===== config.mk =====
export PLATFORM = sky130hd
export DESIGN_NAME = evs_sched
export DESIGN_NICKNAME = d
export VERILOG_FILES = /design/src/rtl/evs_pkg.sv /design/src/rtl/evs_freepick.sv /design/src/rtl/evs_minsel.sv /design/src/rtl/evs_sched.sv
export SDC_FILE = /design/constraint.sdc
export NUM_CORES = 2
export LEC_CHECK = 0
export ABC_AREA = 1
export BUFFER_PORTS_ARGS = -buffer_cell sky130_fd_sc_hd__buf_2
export CAP_MARGIN = 20
export CORE_UTILIZATION = 29
export CTS_BUF_LIST = sky130_fd_sc_hd__clkbuf_8
export DETAILED_ROUTE_END_ITERATION = 7
export MAX_ROUTING_LAYER = met4
export PLACE_DENSITY_LB_ADDON = 0.2
export SLEW_MARGIN = 0
export SYNTH_ARGS = -nofsm -noshare
export SYNTH_HDL_FRONTEND = slang
export SYNTH_SLANG_ARGS = --single-unit

===== constraint.sdc =====
create_clock -name clk -period 33.3 [get_ports clk]
set_clock_uncertainty 0.05 [all_clocks]
set_input_delay 6.66 -clock clk [delete_from_list [all_inputs] [get_ports clk]]
set_output_delay 6.66 -clock clk [all_outputs]
set_load 0.01 [all_outputs]

===== src/rtl/evs_pkg.sv =====
package evs_pkg;

    localparam int CNT_W = 24;
    localparam int TS_W  = 64;
    localparam int PAR_W = 32;
    localparam int OVF_W = TS_W - CNT_W;

    typedef logic [TS_W-1:0]  ts_t;
    typedef logic [PAR_W-1:0] par_t;
    typedef logic [OVF_W-1:0] ovf_t;

    typedef struct packed {
        logic vld;
        ts_t  ts;
        par_t par;
    } slot_t;

    function automatic ts_t join_time(input ovf_t ovf, input logic [CNT_W-1:0] cnt);
        return {ovf, cnt};
    endfunction

    function automatic logic within_setup(input ts_t ts, input ts_t now, input int unsigned win);
        return ts <= now + TS_W'(win);
    endfunction

endpackage


===== src/rtl/evs_freepick.sv =====
module evs_freepick #(
    parameter int N_SLOTS = 8,
    localparam int SLOT_W = $clog2(N_SLOTS)
) (
    input  logic [N_SLOTS-1:0] vld,
    output logic               found,
    output logic [SLOT_W-1:0]  idx
);
    // descending scan: the last hit written is the lowest free index >= 1
    always_comb begin
        found = 1'b0;
        idx   = '0;
        for (int i = N_SLOTS - 1; i >= 0; i--) begin
            if (!vld[i] && i != 0) begin
                found = 1'b1;
                idx   = SLOT_W'(i);
            end
        end
    end
endmodule


===== src/rtl/evs_minsel.sv =====
module evs_minsel
    import evs_pkg::*;
#(
    parameter int N_SLOTS = 8,
    localparam int SLOT_W = $clog2(N_SLOTS)
) (
    input  logic [N_SLOTS-1:0] vld,
    input  ts_t                ts_i [N_SLOTS],
    output logic               best_v,
    output logic [SLOT_W-1:0]  best_idx,
    output ts_t                best_ts
);
    // ascending scan with strict compare keeps the lowest index on ties
    always_comb begin
        best_v   = 1'b0;
        best_idx = '0;
        best_ts  = '0;
        for (int i = 0; i < N_SLOTS; i++) begin
            if (vld[i] && (!best_v || ts_i[i] < best_ts)) begin
                best_v   = 1'b1;
                best_idx = SLOT_W'(i);
                best_ts  = ts_i[i];
            end
        end
    end
endmodule


===== src/rtl/evs_sched.sv =====
module evs_sched
    import evs_pkg::*;
#(
    parameter int N_SLOTS     = 8,
    parameter int SETUP_TICKS = 10,
    localparam int SLOT_W     = $clog2(N_SLOTS),
    localparam int ID_W       = SLOT_W + 1
) (
    input  logic              clk,
    input  logic              rst,
    input  logic [CNT_W-1:0]  cnt_in,
    input  logic              sched_req,
    input  logic [TS_W-1:0]   sched_ts,
    input  logic [PAR_W-1:0]  sched_par,
    output logic [ID_W-1:0]   sched_id,
    input  logic              kill_req,
    input  logic [ID_W-1:0]   kill_id,
    output logic              kill_ok,
    input  logic              pkill_req,
    input  logic [PAR_W-1:0]  pkill_par,
    output logic              pkill_ok,
    output logic              exp_valid,
    output logic [SLOT_W-1:0] exp_slot,
    output logic [PAR_W-1:0]  exp_par,
    output logic [SLOT_W-1:0] cmp_slot,
    output logic [TS_W-1:0]   cmp_time,
    output logic [TS_W-1:0]   ts_now
);

    // time base: wrap seen in the same cycle the counter drops
    ovf_t             ovf_q, ovf_eff;
    logic [CNT_W-1:0] cnt_prev;
    logic             wrap;
    ts_t              now, deadline0;

    assign wrap      = cnt_in < cnt_prev;
    assign ovf_eff   = ovf_q + OVF_W'(wrap);
    assign now       = join_time(ovf_eff, cnt_in);
    assign deadline0 = join_time(ovf_q + 1'b1, '0);

    always_ff @(posedge clk) begin
        if (rst) begin
            ovf_q    <= '0;
            cnt_prev <= '0;
        end else begin
            ovf_q    <= ovf_eff;
            cnt_prev <= cnt_in;
        end
    end

    // slot table view (slot 0 is the virtual overflow event)
    logic [N_SLOTS-1:0] view_vld, pmatch;
    ts_t                view_ts  [N_SLOTS];
    par_t               view_par [N_SLOTS];

    logic              best_v, free_ok, take_new, fire_user;
    logic [SLOT_W-1:0] best_idx, free_idx, kslot;
    ts_t               best_ts;
    logic              kill_range;

    evs_freepick #(.N_SLOTS(N_SLOTS)) u_free (
        .vld  (view_vld),
        .found(free_ok),
        .idx  (free_idx)
    );

    evs_minsel #(.N_SLOTS(N_SLOTS)) u_min (
        .vld     (view_vld),
        .ts_i    (view_ts),
        .best_v  (best_v),
        .best_idx(best_idx),
        .best_ts (best_ts)
    );

    assign take_new   = sched_req && free_ok;
    assign sched_id   = take_new ? {1'b0, free_idx} : '0;

    assign kill_range = (kill_id != '0) && (kill_id < ID_W'(N_SLOTS));
    assign kslot      = kill_id[SLOT_W-1:0];
    assign kill_ok    = kill_req && kill_range && view_vld[kslot];

    assign pkill_ok   = pkill_req && (|pmatch);

    assign fire_user  = !wrap && best_v && (best_idx != '0)
                        && within_setup(best_ts, now, SETUP_TICKS);

    for (genvar g = 0; g < N_SLOTS; g++) begin : g_slot
        if (g == 0) begin : g_ovf
            assign view_vld[g] = 1'b1;
            assign view_ts[g]  = deadline0;
            assign view_par[g] = '0;
            assign pmatch[g]   = 1'b0;
        end else begin : g_user
            slot_t ent;
            logic  drop;

            assign drop = (kill_ok && kslot == SLOT_W'(g))
                        || (pkill_req && pmatch[g])
                        || (fire_user && best_idx == SLOT_W'(g));

            always_ff @(posedge clk) begin
                if (rst) begin
                    ent <= '0;
                end else if (take_new && free_idx == SLOT_W'(g)) begin
                    ent <= '{vld: 1'b1, ts: sched_ts, par: sched_par};
                end else if (drop) begin
                    ent.vld <= 1'b0;
                end
            end

            assign view_vld[g] = ent.vld;
            assign view_ts[g]  = ent.ts;
            assign view_par[g] = ent.par;
            assign pmatch[g]   = ent.vld && (ent.par == pkill_par);
        end
    end

    // expiry pulse: the wrap outranks a due user event in the same cycle
    always_ff @(posedge clk) begin
        if (rst) begin
            exp_valid <= 1'b0;
            exp_slot  <= '0;
            exp_par   <= '0;
        end else begin
            exp_valid <= wrap || fire_user;
            exp_slot  <= wrap ? '0 : best_idx;
            exp_par   <= wrap ? '0 : view_par[best_idx];
        end
    end

    assign cmp_slot = best_idx;
    assign cmp_time = best_ts;
    assign ts_now   = now;

endmodule


# Word-level counts from Yosys, hierarchy flattened
# Index checks and enable logic that the tools add are counted.
# W data, S select, Z words.
# totals
elab_cells	194
input_bits	161
out_inout_bits	173
register_bits	779
# classes
muxes	48
bitwise_logic	1
n_eq_ne	28
reduce_logical	76
n_lt_le_gt_ge	12
addsub	3
# op_table
operator	count
$lt A64 B64 Y1	7
$mux W64	7
$eq A32 B32 Y1	7
$bmux W32 S3	1
$add A64 B4 Y64 const B	1
$le A64 B64 Y1	1
$mux W32	2
$logic_and A1 B1 Y1	49
$add A40 B1 Y40	1
$add A40 B1 Y40 const B	1
$eq A3 B3 Y1 const B	12
$mux W3	12
$lt A24 B24 Y1	1
$mux W1	23
$eq A3 B2 Y1 const B	6
$logic_or A1 B1 Y1	15
$reduce_bool A2 Y1	7
$eq A3 B1 Y1 const B	3
$reduce_or A7 Y1	1
$ge A4 B4 Y1 const B	1
$lt A3 B4 Y1 const B	1
$lt A4 B4 Y1 const B	1
$mux W2	2
$not A3 Y4	1
5 further kinds	5

# Logic depth before layout (Yosys ltp)
# logic_depth
ltp_word	29
ltp_mapped	150
mapped_depth_nobuf	134

# By module
# A second synthesis with hierarchy kept.
# unflattened
hier_cells	7608
hier_area_um2	51216.6
# modules_own_cells
mod	cells_per_inst	seq_area_each_um2	area_each_um2	instances
evs_sched	5107	15595.0	36374.9	1
evs_minsel	2483	0.0	14760.4	1
evs_freepick	18	0.0	81.3	1

# Worst setup path after synthesis
# Ideal clock, no wire load.
# synth_timing
path_type	reg2out
start	register ovf_q[2]
end	output port cmp_time[2]
stages_incl_launch_ff	108
path_buffers	17
required_time_ps	26590
slack_ps	10932
t_arrival_ps	15658
path_cell_list	dfxtp_1 > nand2_1 > nor2_1 > inv_1 > nor2_1 > inv_1 > nor2_1 > inv_1 > nor2_1 > nand2_1 > nor2_1 > nand2_1 > xor2_1 > ha_1 > nand2_1 > inv_1 > nand3_1 > nor2_1 > [... 72 more ...] > nand2_1 > o21ai_0 > inv_1 > ha_1 > a21oi_1 > o21ai_0 > nand3_1 > a21oi_1 > a2111oi_0 > o21ai_0 > a21oi_1 > nand2_2 > buf_6 > inv_2 > buf_2 > buf_4 > nand2_1 > o21ai_0
# synth_via
elab_chain_cells	22
# synth_rtl
item	line_no	rtl
start, declared	evs_sched.sv:31	ovf_t ovf_q, ovf_eff;
start signal, assigned	evs_sched.sv:46	ovf_q <= ovf_eff;
$add A40 B1 Y40 (*)	evs_sched.sv:39	assign deadline0 = join_time(ovf_q + 1'b1, '0);
$lt A64 B64 Y1	evs_minsel.sv:19	if (vld[i] && (!best_v || ts_i[i] < best_ts)) begin
$logic_and A1 B1 Y1	evs_minsel.sv:19	
$mux W64 (*)	evs_minsel.sv:19	
$lt A64 B64 Y1	evs_minsel.sv:19	
$logic_and A1 B1 Y1	evs_minsel.sv:19	
$mux W64 (*)	evs_minsel.sv:19	
$lt A64 B64 Y1	evs_minsel.sv:19	
[... 6 more ...]	-	
$logic_and A1 B1 Y1	evs_minsel.sv:19	
$mux W64 (*)	evs_minsel.sv:19	
$lt A64 B64 Y1	evs_minsel.sv:19	
$logic_and A1 B1 Y1	evs_minsel.sv:19	
$mux W64 (*)	evs_minsel.sv:19	
$lt A64 B64 Y1	evs_minsel.sv:19	
$logic_and A1 B1 Y1	evs_minsel.sv:19	
$mux W64 (*)	evs_minsel.sv:19	
end, declared	evs_sched.sv:26	output logic [TS_W-1:0] cmp_time,
# Every way passes the cells marked *; elsewhere a longest branch is shown, timed or not.

# Worst setup path after layout
# layout_timing
start	register ovf_q[0]
end	output port cmp_time[1]
# Same word-level chain as after synthesis.

==> summary.md <==
| Metric | Value |
|---|---|
| Status | finished, final reports clean |
| Pwr/cell area | between 40 and 50 nW/um2 |
| Count of unique library cells instantiated by Yosys | 59 |
| Die H | ~420 um |
| Cell depth of the worst flop-to-flop path | a little over 100 |
| Initial Utilization | 29.34% |
| Final-report setup violation count | 0 |
| Ratio of final minimum period to clock period | between 90% and 100% |
| Number of fill cells | between 15000 and 20000 |
| Worst Setup Start Kind | flop |
| Most common cell after layout, fill and taps aside | sky130_fd_sc_hd__nand2_1 |
| Most numerous cell on the critical path | sky130_fd_sc_hd__o21ai_0 |
| Commonest cells after routing, fill and taps aside | sky130_fd_sc_hd__nand2_1, sky130_fd_sc_hd__o21ai_0, sky130_fd_sc_hd__dfxtp_1, sky130_fd_sc_hd__a21oi_1, sky130_fd_sc_hd__nor2_1 |
| Instance area at placement | 53220 um2 |
| Worst min-delay path startpoint | g_slot[5].g_user.ent[55] |
| Instance count of the mapped netlist | 7304 |
| Type of the most critical hold path | reg -> reg |
| Clock buffers created by TritonCTS | between 150 and 200 |
| Number of buffers added on ports | between 300 and 400 |
| Maximum number of pins on one net before global-route repair | between 200 and 250 |
| CORE AREA | about 170000 um2 |
| Worst reg2reg endpoint | exp_valid |
| CP required | 26.59 ns |
| Buffers from clock root to sink, at most | 3 |
| VDD IR max | approximately 0.000028 V |
| Setup slack of the worst register-to-register path | 6.02 ns |
| Routed length per placed instance | 22.79 um |
| Top-level port count | about 330 |
| Site row count | 151 |
| Wirelength, routed | roughly 220 mm |
| Detailed-routing iteration count for the pre-antenna-repair pass | 5 |
| DRT iter0 DRCs | 4892 |
| Total vias in the final route | a little over 50000 |
| Clock edge transition at the registers on the reported setup and hold paths | 0.05 ns |
| Delay contributed by the slowest stage of the critical path | between 0.9 and 1 ns |
| Number of instances on the worst hold path | 2 |
| Antenna viol nets, final | 0 |
| Time the worst path needs with I/O delays and setup | around 31 ns |
| Post-route setup TNS | 0 ns |
| Detailed Place HPWL | ~160 mm |
| Endpoint with the worst hold slack | g_slot[5].g_user.ent[55] |
| Endpoints failing hold | 0 |
| Number of antenna violations at the first check in global routing | 15 |
| Pre-CTS setup slack | roughly 2.8 ns |
| Per-instance average area after synthesis | 6.837 um2 |
| Die width | between 400 and 500 um |
| Min setup slack post-route | 1.982 ns |
| Final number of max-transition violations | 0 |
| Worst path slowest cell | sky130_fd_sc_hd__nor4_1 |
| CP arrival | 24.61 ns |
| Post-CTS setup repair buffer count | 0 |
| Average via count per standard cell | about 5.3 |
| Worst slew margin relative to its limit | around a fifth |
| Transition at the pin with the smallest max-transition slack | 1.190 ns |
| Vias in the first global route | approximately 49000 |
| Final non-filler cell area | approximately 56000 um2 |
| GR Util All Layers | 25.70% |
| FF+latch count, synth | ~800 |
| Commonest register cell after synthesis | sky130_fd_sc_hd__dfxtp_1 |
| Max Cap Viol | 0 |
| Peak fanout along the critical path | 86 |
| Summed instance area of the synthesized netlist | 49940 um2 |
| Nature of the critical path endpoint | primary output |
| Crit Path Category | reg -> out |
| Ratio of cells with drive above 1 in the final layout | 8.851% |
| # H-tree levels | 4 |
| Remaining global-route overflow | 0 |
| First-pass GRT wire length | roughly 330 mm |
| Full die area | around 170000 um2 |
| Clock latency on the worst-skew pair | between 0.9 and 1 ns |
| Leakage component of the power | 24.49 nW |
| Final net count | just over 8000 |
| Sink Count | between 700 and 800 |
| Warning count from the yosys run | 0 |
| Post-layout power | ~2.7 mW |
| TritonCTS clock tree | yes |
| Unrepaired setup endpoints after global routing | no |
| Launch point of the worst reg-to-reg path | ovf_q[0] |
| Drt drc | 0 |
| Net count after synthesis | approximately 8000 |
| Placer congestion estimate | ~1 |
| Highest Clock Rate | ~32 MHz |
| CTS Root Buffer Type | sky130_fd_sc_hd__clkbuf_8 |
| Proportion of synthesized flip-flops having asynchronous set or reset | 0% |
| Layout Area Growth over Synthesis | 12.85% |
| Fraction of the yosys area taken by sequential cells | 31.23% |
| EDFF count, synth | 0 |
[cell families (layout without fill, tap and decap cells)]
family                     count (synthesis)  after routing  synth area share [%]
AOI/OAI and AO/OA                       1866           1866                 20.07
other                                      1              9              0.007510
adders and majority gates                504            504                 12.63
and+or+nand+nor                         2927           2928                 24.54
xor gates and xnor gates                 193            193                 3.385
DFF                                      779            779                 31.23
buffers and inverters                   1034           1242                 8.141
[routing by layer]
layer,GRT usage (%),vias to the layer above,part of all wire (%)
li1,-,24960,-
met1,35.23,24520,47
met2,38.97,1912,44
met3,3.091,344,6.2
met4,8.425,0,3.2
met5,-,-,0
[critical path: cells and delay by family, from the launching register on]
family / cells / cell delay (ns)
adders and majority gates: 7 / 2.25
and+or+nand+nor: 29 / 6.64
xor gates and xnor gates: 1 / 0.31
buffers and inverters: 13 / 3.80
DFF: 1 / 0.59
AOI/OAI and AO/OA: 38 / 9.76
[power by group]
group          internal [mW]  leakage [nW]  total [mW]  switching, mW
sequential             0.958          6.32       0.982         0.0235
combinational          0.215          16.4       0.742          0.527
clock                  0.541          1.78        1.02          0.474
total                   1.71          24.5        2.74           1.02
[how the worst max path moves through the flow]
stage / from / end / cells after the start
floorplan: ovf_q[2] / cmp_time[2] / 107
global placement: ovf_q[0] / cmp_time[1] / 89
detailed placement: ovf_q[0] / cmp_time[1] / 87
CTS: ovf_q[0] / cmp_time[1] / 87
global route: ovf_q[0] / cmp_time[1] / 96
finish: ovf_q[0] / cmp_time[1] / 88
[layout make-up]
cell class / instances / area [um2] / area share, %
Antenna cell: 8 / 20.02 / 0.03553
Clock buffer: 187 / 2574 / 4.567
Clock inverter: 80 / 526.8 / 0.9348
Inverter: 590 / 2237 / 3.970
Multi-Input combinational cell: 5492 / 30420 / 53.98
Sequential cell: 779 / 15600 / 27.67
Tap cell: 2295 / 2872 / 5.096
Timing Repair Buffer: 385 / 2107 / 3.739
[per-stage QoR]
stage / utilization [%] / instances / hold WS (ns)
6_report: 33.10 / 9816 / 0.4127
5_1_grt: 33.10 / 9812 / 0.4391
4_1_cts: 33.09 / 9807 / 0.4162
3_5_place_dp: 31.26 / 9540 / 0.4081
3_3_place_gp: 31.25 / 9536 / 0.4026
2_1_floorplan: - / 7304 / 0.3880
[sequential cells by signal, indices dropped and copies added (netlist names)]
signal	count
g_slot.g_user.ent	679
ovf_q	40
exp_par	32
cnt_prev	24
exp_slot	3
exp_valid	1
[cell usage after synthesis, drive strengths merged (2+ instances only)]
cell | n | share of area, %
nand3b | 2 | 0.030
a22o | 3 | 0.053
o2111ai | 25 | 0.44
a2111oi | 4 | 0.070
o221ai | 20 | 0.35
nor2 | 702 | 5.4
a21o | 4 | 0.060
clkinv | 4 | 0.030
or3 | 4 | 0.050
xor2 | 154 | 2.7
o22ai | 65 | 0.81
nor3b | 3 | 0.045
nand3 | 425 | 4.3
a221oi | 17 | 0.30
a21oi | 709 | 7.1
nor3 | 61 | 0.61
o21bai | 4 | 0.060
a31oi | 4 | 0.050
nand4 | 133 | 1.7
xnor2 | 39 | 0.68
nand2 | 1525 | 12
clkbuf | 364 | 2.7
ha | 504 | 13
o21ai | 908 | 9.1
or2 | 2 | 0.025
o211ai | 6 | 0.090
nor4b | 6 | 0.11
buf | 80 | 0.97
dfxtp | 779 | 31
a211oi | 64 | 0.96
o311ai | 3 | 0.053
a211o | 4 | 0.070
nor4 | 63 | 0.79
o221a | 10 | 0.23
inv | 586 | 4.4
o21a | 8 | 0.12
[timing repair]
action	CTS	global route
hold buffers	0	0
gates resized for setup	0	1
endpoints found under the setup margin	0	32
(Power assumes the default switching activity.)
